<file path="src/rtl/smw_pkg.sv">
package smw_pkg;
   localparam int unsigned CFG_W     = 8;
   localparam int unsigned BIT_OPEN  = 6;
   localparam int unsigned BIT_CLOSE = 5;
   localparam int unsigned BIT_LOCK  = 4;
   localparam int unsigned BIT_GEN   = 3;
   localparam int unsigned SEG_W     = 3;

   typedef struct packed {
      logic open;
      logic close;
      logic lock;
      logic gen;
   } smw_ctl_t;
endpackage

</file>
<file path="src/rtl/smw_cfg_reg.sv">
module smw_cfg_reg
   import smw_pkg::*;
#(
   parameter logic [SEG_W-1:0] BASE_SEG = 3'b010
) (
   input  logic             clk,
   input  logic             rst_n,
   input  logic             wr_en,
   input  logic [CFG_W-1:0] wr_data,
   output smw_ctl_t         ctl,
   output logic [CFG_W-1:0] rd_data
);
   smw_ctl_t ctl_q;

   always_ff @(posedge clk or negedge rst_n) begin
      if (!rst_n) begin
         ctl_q <= '0;
      end else if (wr_en) begin
         ctl_q.close <= wr_data[BIT_CLOSE];
         if (!ctl_q.lock) begin
            ctl_q.gen  <= wr_data[BIT_GEN];
            ctl_q.lock <= wr_data[BIT_LOCK];
            ctl_q.open <= wr_data[BIT_OPEN] & ~wr_data[BIT_LOCK];
         end
      end
   end

   always_comb begin
      rd_data            = '0;
      rd_data[SEG_W-1:0] = BASE_SEG;
      rd_data[BIT_GEN]   = ctl_q.gen;
      rd_data[BIT_LOCK]  = ctl_q.lock;
      rd_data[BIT_CLOSE] = ctl_q.close;
      rd_data[BIT_OPEN]  = ctl_q.open;
   end

   assign ctl = ctl_q;
endmodule

</file>
<file path="src/rtl/smw_decode.sv">
module smw_decode
   import smw_pkg::*;
#(
   parameter int unsigned      ADDR_W     = 32,
   parameter logic [ADDR_W-1:0] WIN_BASE  = 'h000A_0000,
   parameter int unsigned      WIN_LOG2   = 17,
   parameter bit               DECODE_REG = 1'b0
) (
   input  logic              clk,
   input  logic              rst_n,
   input  smw_ctl_t          ctl,
   input  logic              acc_valid,
   input  logic [ADDR_W-1:0] acc_addr,
   input  logic              acc_smm,
   input  logic              acc_code,
   output logic              to_dram,
   output logic              to_up
);
   localparam int unsigned TAG_W = ADDR_W - WIN_LOG2;
   localparam logic [TAG_W-1:0] WIN_TAG = WIN_BASE[ADDR_W-1:WIN_LOG2];

   logic in_win;
   logic smm_ok;
   logic open_ok;
   logic hit;

   assign in_win  = (acc_addr[ADDR_W-1:WIN_LOG2] == WIN_TAG);
   assign smm_ok  = ~(ctl.close & ~acc_code);
   assign open_ok = ctl.open & ~ctl.lock;
   assign hit     = acc_valid & ctl.gen & in_win & (acc_smm ? smm_ok : open_ok);

   generate
      if (DECODE_REG) begin : g_reg
         logic dram_q, up_q;
         always_ff @(posedge clk or negedge rst_n) begin
            if (!rst_n) begin
               dram_q <= 1'b0;
               up_q   <= 1'b0;
            end else begin
               dram_q <= hit;
               up_q   <= acc_valid & ~hit;
            end
         end
         assign to_dram = dram_q;
         assign to_up   = up_q;
      end else begin : g_comb
         assign to_dram = hit;
         assign to_up   = acc_valid & ~hit;
      end
   endgenerate
endmodule

</file>
<file path="src/rtl/smm_window_ctrl.sv">
module smm_window_ctrl
   import smw_pkg::*;
#(
   parameter int unsigned       ADDR_W     = 32,
   parameter logic [ADDR_W-1:0] WIN_BASE   = 'h000A_0000,
   parameter int unsigned       WIN_LOG2   = 17,
   parameter logic [2:0]        BASE_SEG   = 3'b010,
   parameter bit                DECODE_REG = 1'b0
) (
   input  logic              clk,
   input  logic              rst_n,
   input  logic              cfg_wr_en,
   input  logic [7:0]        cfg_wr_data,
   output logic [7:0]        cfg_rd_data,
   output logic              lock_o,
   input  logic              acc_valid,
   input  logic [ADDR_W-1:0] acc_addr,
   input  logic              acc_smm,
   input  logic              acc_code,
   output logic              acc_to_dram,
   output logic              acc_to_upstream
);
   generate
      if (ADDR_W < 20 || ADDR_W > 64) begin : g_bad_aw
         $error("smm_window_ctrl: ADDR_W out of range");
      end
      if (WIN_LOG2 < 12 || WIN_LOG2 >= ADDR_W) begin : g_bad_win
         $error("smm_window_ctrl: WIN_LOG2 out of range");
      end
      if (WIN_BASE[WIN_LOG2-1:0] != '0) begin : g_bad_align
         $error("smm_window_ctrl: WIN_BASE not aligned to window size");
      end
   endgenerate

   smw_ctl_t ctl;

   smw_cfg_reg #(.BASE_SEG(BASE_SEG)) u_reg (
      .clk     (clk),
      .rst_n   (rst_n),
      .wr_en   (cfg_wr_en),
      .wr_data (cfg_wr_data),
      .ctl     (ctl),
      .rd_data (cfg_rd_data)
   );

   smw_decode #(
      .ADDR_W     (ADDR_W),
      .WIN_BASE   (WIN_BASE),
      .WIN_LOG2   (WIN_LOG2),
      .DECODE_REG (DECODE_REG)
   ) u_dec (
      .clk       (clk),
      .rst_n     (rst_n),
      .ctl       (ctl),
      .acc_valid (acc_valid),
      .acc_addr  (acc_addr),
      .acc_smm   (acc_smm),
      .acc_code  (acc_code),
      .to_dram   (acc_to_dram),
      .to_up     (acc_to_upstream)
   );

   assign lock_o = ctl.lock;
endmodule

</file>
<file path="config.mk">
export PLATFORM = sky130hd
export DESIGN_NAME = smm_window_ctrl
export DESIGN_NICKNAME = d
export VERILOG_FILES = /design/src/rtl/smw_pkg.sv /design/src/rtl/smw_cfg_reg.sv /design/src/rtl/smw_decode.sv /design/src/rtl/smm_window_ctrl.sv
export SDC_FILE = /design/constraint.sdc
export NUM_CORES = 1
export LEC_CHECK = 0
export ABC_AREA = 1
export BUFFER_PORTS_ARGS = -buffer_cell sky130_fd_sc_hd__buf_2
export CORE_MARGIN = 4
export CORE_UTILIZATION = 24
export DETAILED_ROUTE_END_ITERATION = 10
export PLACE_DENSITY = 0.74
export REMOVE_ABC_BUFFERS = 1
export SLEW_MARGIN = 20
export SYNTH_ARGS = -nofsm -noshare
export SYNTH_HDL_FRONTEND = slang
export SYNTH_SLANG_ARGS = --single-unit
</file>
<file path="constraint.sdc">
create_clock -name clk -period 2.4 [get_ports clk]
set_input_delay 0.12 -clock clk [delete_from_list [all_inputs] [get_ports clk]]
set_output_delay 0.12 -clock clk [all_outputs]
set_load 0.05 [all_outputs]
</file>
* Word level (Yosys, flattened, before mapping)
Index checks and enable logic that the tools add are counted.
** Cells by class
- Reduce and logical (&&, ||, !) cells :: 1
- Equality and inequality tests :: 1
- Multiplexer cells :: 2
- Bitwise logic cells :: 12
** Operator list (count)
- $eq A15 B3 Y1 const B :: 1
- $and A1 B1 Y1 :: 7
- $not A1 Y1 :: 5
- $mux W2 :: 1
- $reduce_and A2 Y1 :: 1
- $mux W1 :: 1
** Word-level totals
- Bits in registers :: 4
- Word-level logic and storage cells :: 20
- Output and inout port bits :: 11

* Logic depth before layout (Yosys ltp)
Gate-level depths: netlist (run 1).
- Depth in word-level cells :: 7
- Gate-level depth with buffers :: 6
- Gate-level depth less buffers :: 6

* Modules after synthesis
From an unflattened synthesis (run 1), not the netlist that was laid out.
** Second synthesis, totals
- Cells, all modules :: 76
- Area total of the unflattened synthesis :: 412.9 µm²
** By module, submodules not included
- smw_cfg_reg :: sequential area each 100.1 µm², cells an instance 31, area an instance 234.0 µm², times used 1
- smw_decode :: sequential area each 0.0 µm², cells an instance 45, area an instance 178.9 µm², times used 1

* Least setup slack after synthesis (run 1)
No wires, ideal clock.
- Path type :: register to output
- Start point :: reg u_reg.ctl_q (netlist bit u_reg.ctl[3])
- End point :: out acc_to_dram
- Buffers on the path :: 0
- Cell stages (with the launch flop) :: 5
- Setup slack :: 660 ps
- Arrival :: 1620 ps
- Path through :: dfrtp_1 > inv_1 > o21bai_1 > nand3b_1 > nor2_1
** Between the ends
- Word-level cells in the longest chain between the ends :: 3
** Ends and longest elaborated chain
- start, declared :: line smw_cfg_reg.sv:13 : smw_ctl_t ctl_q;
- $and A1 B1 Y1 :: line smw_decode.sv:29 : assign open_ok = ctl.open & ~ctl.lock;
- $mux W1 :: line smw_decode.sv:30 : assign hit = acc_valid & ctl.gen & in_win & (acc_smm ? smm_ok : open_ok);
- $and A1 B1 Y1 :: line smw_decode.sv:30
- end, declared :: line smm_window_ctrl.sv:20 : output logic acc_to_dram,
No other way between the ends.

* Worst setup path after layout (run 1)
- Start point :: reg u_reg.ctl_q (netlist bit u_reg.ctl[1])
- End point :: out acc_to_dram
** Between the ends
- Word-level cells in the longest chain between the ends :: 4
** Ends and longest elaborated chain (line)
- $not A1 Y1 (no source line)
- $and A1 B1 Y1 :: smw_decode.sv:29
- $mux W1 :: smw_decode.sv:30
- $and A1 B1 Y1 :: smw_decode.sv:30
No other way between the ends.

==> results.yml, run 1 <==
grt:
  antenna_found_initial: 0
  grt_pass1_vias: 413
  grt-ovfl-total: 0
  grt_max_degree: 6
  grt_pass1_wl_mm: 1.41
  grtUsageTotal: 0.0919
worst_hold_path:
  hold_class: "input pin to flip-flop"
yosys:
  synth_seq_area_share: 0.263
  ys_top_cells_by_area: "dfrtp_1 26%, nor2_1 16%, nand2_1 14%"
  syn_area_sq_um: 380
  yosysTopAreaCellShare: 0.263
  yosysTopAreaCell: "dfrtp_1"
  yosysWarningCount: 0
  syn_inst: 65
  synth-seq-cells: 4
  synth_cell_types: 14
  syn_area_per_cell_sq_um: 5.85
clock_tree:
  cts_buffer_depth: 2
  cts.sink_count: 4
  cts_tree: "done"
  cts.clk_slew.worst_paths_ps: 40
  ctsResizeCount: 0
  root_buffer: "clkbuf_4"
  post_cts.repair.setup_buffers: 0
  cts_buffers: 3
  h-tree-depth: 1
  insertion_delay_ps: 240
setup_path:
  worst_setup_path_start_kind: "flip-flop"
  cp_top_family: "flip-flops"
  cp.required_ps: 2280
  crit_path_top_delay_cell: "dfrtp_1"
  path_cells: "o21bai_1 -> nand3b_1 -> nor2_1 -> buf_2"
  path_max_fanout: 5
  crit_path_end_kind: "primary output"
  crit_arrival_ps: 1320
  crit_type: "flip-flop to primary output"
  max_stage_delay_ps: 420
  critPathBufInv: 1
routing:
  first_pass_iters: 4
  vias: 455
  wire_per_inst_microns: 8.86
  drc: 0
  vias_per_cell: 4.03
  ant_nets: 0
  drt_iter0_drc: 2
  drt_wl_total_mm: 1.00
timing:
  skew_ps: 1.27
  tns_ps: 0
  period_minus_slack_ps: 1440
  whs_ps: 83.5
  finalCritPeriodShare: 0.601
  slew_violations: 0
  fmax_mhz: 693
  rsz0062_at_grt: "no"
  finalSetupViolations: 0
  hold_viol_final: 0
die:
  core_area_sq_mm: 0.00151
  dieArea_sq_mm: 0.00229
  die_h_microns: 47.8
  io_pins: 57
  start_util: 0.252
  die_w_microns: 47.8
  rows: 14
final_layout:
  largest_reg_flops: 4
  stdcell_count: 113
  n_antenna_cell: 0
  fin_util: 0.370
  drive_gt1_frac: 0.381
  syn_to_final_growth_pct: 46.7
  final_nets: 145
power:
  p_leak_nw: 0.331
  vdd_drop_max_mv: 0.254
  powerDensity_mw_per_mm2: 497
placed_design:
  place_hpwl_microns: 883
  dpl.cell_count: 109
  io_buffers: 31
  globalplace.congestion: 0.688
flow_run:
  drv_cap: 0
outcome:
  status: "complete, no violations"
## synthesized netlist by cell type
library cell and number:
nor2_1 16, o21bai_1 2, nand4_1 1, buf_4 5, inv_2 1, mux2_4 1
o21ai_0 1, nand2_1 14, inv_1 13, nor2_2 1, dfrtp_1 4, nand3_1 3
conb_1 2, nand3b_1 1
## kinds of logic (layout without fill, tap and decap cells)
kind of cell | after synthesis | count (layout) | synth area share
AO/OA/AOI/OAI | 3 | 3 | 0.0526
buffers and inverters | 19 | 49 | 0.237
flip-flops | 4 | 4 | 0.263
multiplexers | 1 | 1 | 0.0395
other | 2 | 4 | 0.0197
AND/OR/NAND/NOR | 36 | 36 | 0.388
## metrics by stage
stage | power (mW) | setup slack (ps) | cell area, sq um
floorplan | 0.155 | 350 | 350
global placement | 0.189 | 1210 | 526
detailed placement | 0.191 | 1210 | 526
CTS | 0.281 | 937 | 558
global route | 0.290 | 822 | 558
finish | 0.277 | 957 | 558
## report_power, final
part	total, mW	internal, mW	switching (mW)
Clock	0.0865	0.0561	0.0304
Combinational	0.109	0.0346	0.0739
Sequential	0.0825	0.0765	0.00600
Total	0.277	0.167	0.110
## layout by cell type, fill, tap and decap left out, types with 2 or more instances in the layout
master,n
nor2_1,16
buf_2,31
clkbuf_4,3
nand2_1,14
conb_1,4
inv_1,13
dfrtp_1,4
o21bai_1,2
nand3_1,3
## final timing paths
check                               start            to  slack, ps  cells after the start
max                          u_reg.ctl[1]   acc_to_dram        960                      4
min                        cfg_wr_data[5]  u_reg.ctl[2]         80                      3
max reg2reg                  u_reg.ctl[1]  u_reg.ctl[0]       1340                      2
min reg2reg                  u_reg.ctl[2]  u_reg.ctl[2]        500                      2
max in group asynchronous           rst_n  u_reg.ctl[0]       2080                      2
min in group asynchronous           rst_n  u_reg.ctl[1]        200                      2
## layout make-up
class / instances / area [sq um]
Fill cell: 166 / 948
Sequential cell: 4 / 100
Timing Repair Buffer: 32 / 165
Multi-Input combinational cell: 44 / 198
Inverter: 14 / 52.6
Clock buffer: 3 / 22.5
Tap cell: 16 / 20.0
## worst min-delay path, cell delays in order
cell and delay, ps:
buf_2 70, nand2_1 40, nand2_1 60
## layer usage
| layer | global-route usage | up-vias | routed length, microns |
|---|---|---|---|
| li1 | - | 245 | - |
| met1 | 0.0854 | 181 | 345 |
| met2 | 0.172 | 24 | 520 |
| met3 | 0.0113 | 5 | 104 |
| met4 | 0.0806 | 0 | 29 |
| met5 | 0 | - | 0 |
## repair_timing
action,in CTS,in global routing
hold buffers,1,0
hold endpoints to repair,4,0
endpoints found under the setup margin,0,0
No activity file was read; power rests on OpenSTA's default activity.
==> run 2, diff against run 1 <==
ABC_AREA = 0   (was 1)
CORE_AREA = 4 4 41 43   (was unset)
CORE_MARGIN = unset   (was 4)
CORE_UTILIZATION = unset   (was 24)
DIE_AREA = 0 0 45 47   (was unset)
PLACE_DENSITY = 0.77   (was 0.74)
clock period = 1.4 ns   (was 2.4 ns; I/O delays follow)
==> run 2 against run 1 <==
Against the previous run: the flow now finishes with violations (negative setup slack); clock power is 63% higher; setup slack worse by 1000 ps; synthesized area shrank 26%; critical path depth unchanged; first-iteration DRC count is 50% lower; cell count is 31% lower; design area down 13%; core utilization is 0.36 points higher; synthesized cell count shrank 54%; critical path type unchanged; highest routed layer is now met3.
==> results.yml, run 2 <==
outcome:
  status: "finished with violations"
  failed_checks: "negative setup slack"
setup_path:
  max_stage_delay_ps: 360
  r2r_slack_ps: 310
  worst_setup_path_start_kind: "flip-flop"
  r2r_cells: 2
  path_cells: "nor2b_4 -> nand4_1 -> o41a_1 -> buf_6"
  crit_path_end_kind: "primary output"
  crit_type: "flip-flop to primary output"
  path_max_fanout: 3
  crit_path_top_delay_cell: "o41a_1"
  rr_startpoint: "u_reg.ctl[1]"
  cp.required_ps: 1330
  r2r_end: "u_reg.ctl[0]"
  crit_arrival_ps: 1370
routing:
  route.met3.wl_microns: 117
  vias_per_cell: 4.14
  drt_wl_total_microns: 891
  highest_layer: "met3"
  ant_nets: 0
  m1WireLength_microns: 266
  met2_length_microns: 507
  wire_per_inst_microns: 11.4
  first_pass_iters: 3
  vias: 323
  drc: 0
  drt_iter0_drc: 1
final_layout:
  drive_gt1_frac: 0.635
  layout_commonest_cell: "buf_2"
  seq_area_sq_um: 100
  final_area_sq_um: 487
  fillCellCount: 149
  multi_input_area_sq_um: 156
  final_nets: 111
  stdcell_count: 78
  syn_to_final_growth_pct: 73.7
  final_cell_mix: "29 x buf_2, 4 x conb_1, 4 x dfrtp_1, 3 x clkbuf_4"
  largest_reg_flops: 4
  n_antenna_cell: 0
clock_tree:
  insertion_delay_ps: 230
  cts_buffer_depth: 2
  cts_buffers: 3
  cts_tree: "done"
  h-tree-depth: 1
  root_buffer: "clkbuf_4"
  cts.sink_count: 4
  cts.clk_slew.worst_paths_ps: 40
yosys:
  synth_cell_types: 16
  synth_mux_area_frac: 0.0804
  ys_top_cells_by_area: "dfrtp_1 36%, buf_4 13%, mux2_2 8.0%"
  yosysTopAreaCellShare: 0.357
  syn_area_per_cell_sq_um: 9.34
  syn_area_sq_um: 280
  syn_inst: 30
  synth-seq-cells: 4
  yosys.area_share.simple: 0.299
  async_flop_share: 1.00
  yosysMostFrequentCell: "buf_4"
  synth_seq_area_share: 0.357
  synth_edf_count: 0
  synth-main-ff-cell: "dfrtp_1"
  yosysWarningCount: 0
  synthTopCellsByCount: "5 x buf_4, 4 x dfrtp_1"
  yosys.area_share.adder: 0
  yosysTopAreaCell: "dfrtp_1"
  synth_xor_xnor_area_share: 0
  synth_top_family_by_area: "simple AND/OR/NAND/NOR gates"
  synth-compound-area-share: 0.0759
placed_design:
  dpl.cell_count: 73
  globalplace.congestion: 0.716
  dp_slack_ps: 100
  io_buffers: 31
  post_dp_cell_area_sq_um: 424
timing:
  tns_ps: -42.7
  fmax_mhz: 693
  slew_violations: 0
  rsz0062_at_grt: "yes"
  finalCritPeriodShare: 1.03
  hold_viol_final: 0
  period_minus_slack_ps: 1440
  finalSetupViolations: 1
  skew_ps: 0.0436
  worst_slack_ps: -42.7
  whs_ps: 54.0
die:
  rows: 13
  dieArea_sq_mm: 0.00212
  die_w_microns: 45
  start_util: 0.215
  core_area_sq_mm: 0.00130
  io_pins: 57
  die_h_microns: 47
worst_hold_path:
  hold_class: "input pin to flip-flop"
  min_to: "u_reg.ctl[1]"
  min_from: "cfg_wr_data[4]"
  min_path_cells: 3
grt:
  antenna_found_initial: 0
  grt_pass1_vias: 317
  grt-ovfl-total: 0
  grt_pass1_wl_mm: 1.17
  grtUsageTotal: 0.0785
  grt_max_degree: 5
power:
  vdd_drop_max_mv: 0.330
  powerDensity_mw_per_mm2: 804
  p_leak_nw: 0.252
flow_run:
  drv_cap: 0
-- run 2: kinds of logic (layout without fill, tap and decap cells) --
| family | count (synthesis) | after routing |
|---|---|---|
| AOI/OAI and AO/OA | 3 | 3 |
| buffers and inverters | 7 | 38 |
| DFF | 4 | 4 |
| muxes | 2 | 2 |
| other | 2 | 4 |
| and+or+nand+nor | 12 | 12 |
-- run 2: through the flow --
step | util | power, mW
after detailed placement | 0.326 | 0.241
after CTS | 0.363 | 0.399
final | 0.374 | 0.391
after global routing | 0.374 | 0.416
after floorplan | - | 0.194
after global placement | 0.326 | 0.239
-- run 2: how the worst max path moves through the flow --
stage                       startpoint               to  slack [ps]  cells after the start
after detailed placement  acc_addr[21]  acc_to_upstream         100                      5
final                     u_reg.ctl[0]  acc_to_upstream         -40                      4
after global routing      u_reg.ctl[0]  acc_to_upstream        -120                      4
after CTS                 u_reg.ctl[2]  acc_to_upstream         -40                      3
after global placement    acc_addr[21]  acc_to_upstream         150                      5
after floorplan           u_reg.ctl[1]      acc_to_dram       -1190                      3
-- run 2: repair_timing --
item / 4_1_cts / 5_1_grt
pin swaps: 1 / 1
resized for setup: 3 / 2
buffers inserted: 1 / 0
endpoints found under the hold margin: 4 / 0
endpoints found under the setup margin: 2 / 2
hold buffers: 1 / 0
-- run 2: layout make-up --
cell class              instances  share of cell area
flip-flops and latches          4               0.206
inverters                       2              0.0154
multi-input cells              21               0.321
clock buffers                   3              0.0463
repair buffers                 33               0.373
well taps                      15              0.0386
-- run 2: critical path: cells and delay by family (launching register included) --
kind	cells	cell delay, ps
flops	1	350
compound gates	1	360
buf+inv	1	160
simple gates	2	270
-- run 2: metal layers --
layer	global-route usage	up-vias
met4	0.0526	0
met1	0.0690	142
met5	0	-
met2	0.147	16
met3	0.0307	0
li1	-	165
-- run 2: where the power goes --
group          leakage (nW)  total (mW)  internal (mW)  switching (mW)
clock                0.0138       0.141         0.0958          0.0455
sequential           0.0446       0.126          0.123         0.00371
combinational         0.194       0.124         0.0476          0.0762
==> run 3, diff against run 2 <==
SKIP_CTS_REPAIR_TIMING = 1   (was unset)
==> run 3 against run 2 <==
Against the previous run: clock skew is essentially flat; the run still ends with negative setup slack left; combinational power shrank 4%; largest cell class unchanged; critical path depth shrank 1; maximum frequency fell by 1.1%; register-to-register slack hardly changed; cell count decreased by 1.3%; power fell by 1.0%; global-route usage fell by 0.16 points.
==> results.yml, run 3 (synthesis gave the netlist of run 2 again) <==
outcome:
  status: "finished with violations"
  failed_checks: "negative setup slack"
routing:
  vias_per_cell: 4.21
  drc: 0
  ant_nets: 0
  drt_wl_total_microns: 882
  wire_per_inst_microns: 11.5
  vias: 324
  first_pass_iters: 2
  drt_iter0_drc: 5
die:
  core_area_sq_mm: 0.00130
  die_h_microns: 47
  start_util: 0.215
  io_pins: 57
  rows: 13
  dieArea_sq_mm: 0.00212
  die_w_microns: 45
final_layout:
  final_nets: 110
  final_cell_mix: "29 x buf_2, 4 x conb_1, 4 x dfrtp_1, 3 x clkbuf_4"
  drive_gt1_frac: 0.629
  layout_commonest_cell: "buf_2"
  largest_reg_flops: 4
  n_antenna_cell: 0
  syn_to_final_growth_pct: 71.0
clock_tree:
  root_buffer: "clkbuf_4"
  h-tree-depth: 1
  insertion_delay_ps: 230
  cts.clk_slew.worst_paths_ps: 40
  cts_tree: "done"
  cts_buffers: 3
  cts.sink_count: 4
  cts_buffer_depth: 2
setup_path:
  r2r_end: "u_reg.ctl[0]"
  crit_path_end_kind: "primary output"
  path_cells: "and3b_1 -> o41a_1 -> buf_6"
  worst_setup_path_start_kind: "flip-flop"
  r2r_cells: 2
  rr_startpoint: "u_reg.ctl[1]"
  cp_top_family: "compound AO/OA/AOI/OAI gates"
  crit_path_top_delay_cell: "o41a_1"
  crit_type: "flip-flop to primary output"
  r2r_slack_ps: 310
  path_max_fanout: 3
  cp.required_ps: 1330
  critPathBufInv: 1
  max_stage_delay_ps: 420
  crit_arrival_ps: 1390
timing:
  fmax_mhz: 685
  hold_viol_final: 0
  slew_violations: 0
  rsz0062_at_grt: "yes"
  worst_slack_ps: -59.0
  finalCritPeriodShare: 1.04
  finalSetupViolations: 1
  period_minus_slack_ps: 1460
  skew_ps: 0.0603
grt:
  antenna_found_initial: 0
  grt_max_degree: 5
  grt-ovfl-total: 0
  grt_pass1_vias: 302
  grt_pass1_wl_mm: 1.14
  grtUsageTotal: 0.0769
worst_hold_path:
  min_path_cells: 3
  min_from: "cfg_wr_data[4]"
  hold_class: "input pin to flip-flop"
  min_to: "u_reg.ctl[1]"
placed_design:
  io_buffers: 31
  globalplace.congestion: 0.716
  dp_slack_ps: 100
power:
  powerDensity_mw_per_mm2: 808
  p_leak_nw: 0.248
  vdd_drop_max_mv: 0.334
  finalPower_mw: 0.387
flow_run:
  drv_cap: 0
==> run 3: cell count changes in the layout (fill, tap and decap cells not counted) <==
cell / delta
buf_4: -1
==> run 3: worst min-delay path: stages <==
cell and delay (ps):
buf_2 90, nand2_1 40, nand2_1 60
==> run 3: power by group <==
part	internal (mW)	switching, mW	leakage [nW]
Combinational	0.0442	0.0746	0.189
Clock	0.0958	0.0455	0.0138
Sequential	0.123	0.00464	0.0446
==> run 3: worst max-delay path by stage <==
stage	from	end	slack (ps)	cells past startpoint
final	u_reg.ctl[2]	acc_to_upstream	-60	3
after global routing	u_reg.ctl[0]	acc_to_upstream	-90	4
after CTS	u_reg.ctl[2]	acc_to_upstream	-110	3
after detailed placement	acc_addr[21]	acc_to_upstream	100	5
after global placement	acc_addr[21]	acc_to_upstream	150	5
after floorplan	u_reg.ctl[1]	acc_to_dram	-1190	3
==> run 3: per-layer routing <==
layer  GRT usage  routed length (microns)
met5           0                        0
met4      0.0526                        0
met2       0.138                      487
met1      0.0713                      283
met3      0.0307                      111
==> run 3: layout make-up <==
cell class	count	area [sq um]
Tap cell	15	18.8
Clock buffer	3	22.5
Fill cell	149	822
Sequential cell	4	100
Multi-Input combinational cell	21	156
Inverter	2	7.51
Timing Repair Buffer	32	174
==> run 3: stage by stage <==
stage               hold slack (ps)  cell area (sq um)  utilization  setup TNS, ps  instances
floorplan                      -226                250            -          -1680         27
CTS                            -372                447        0.343           -157         76
global route                   72.1                479        0.368           -125         77
finish                         56.6                479        0.368          -59.0         77
detailed placement             -120                424        0.326              0         73
global placement               -123                424        0.326              0         73
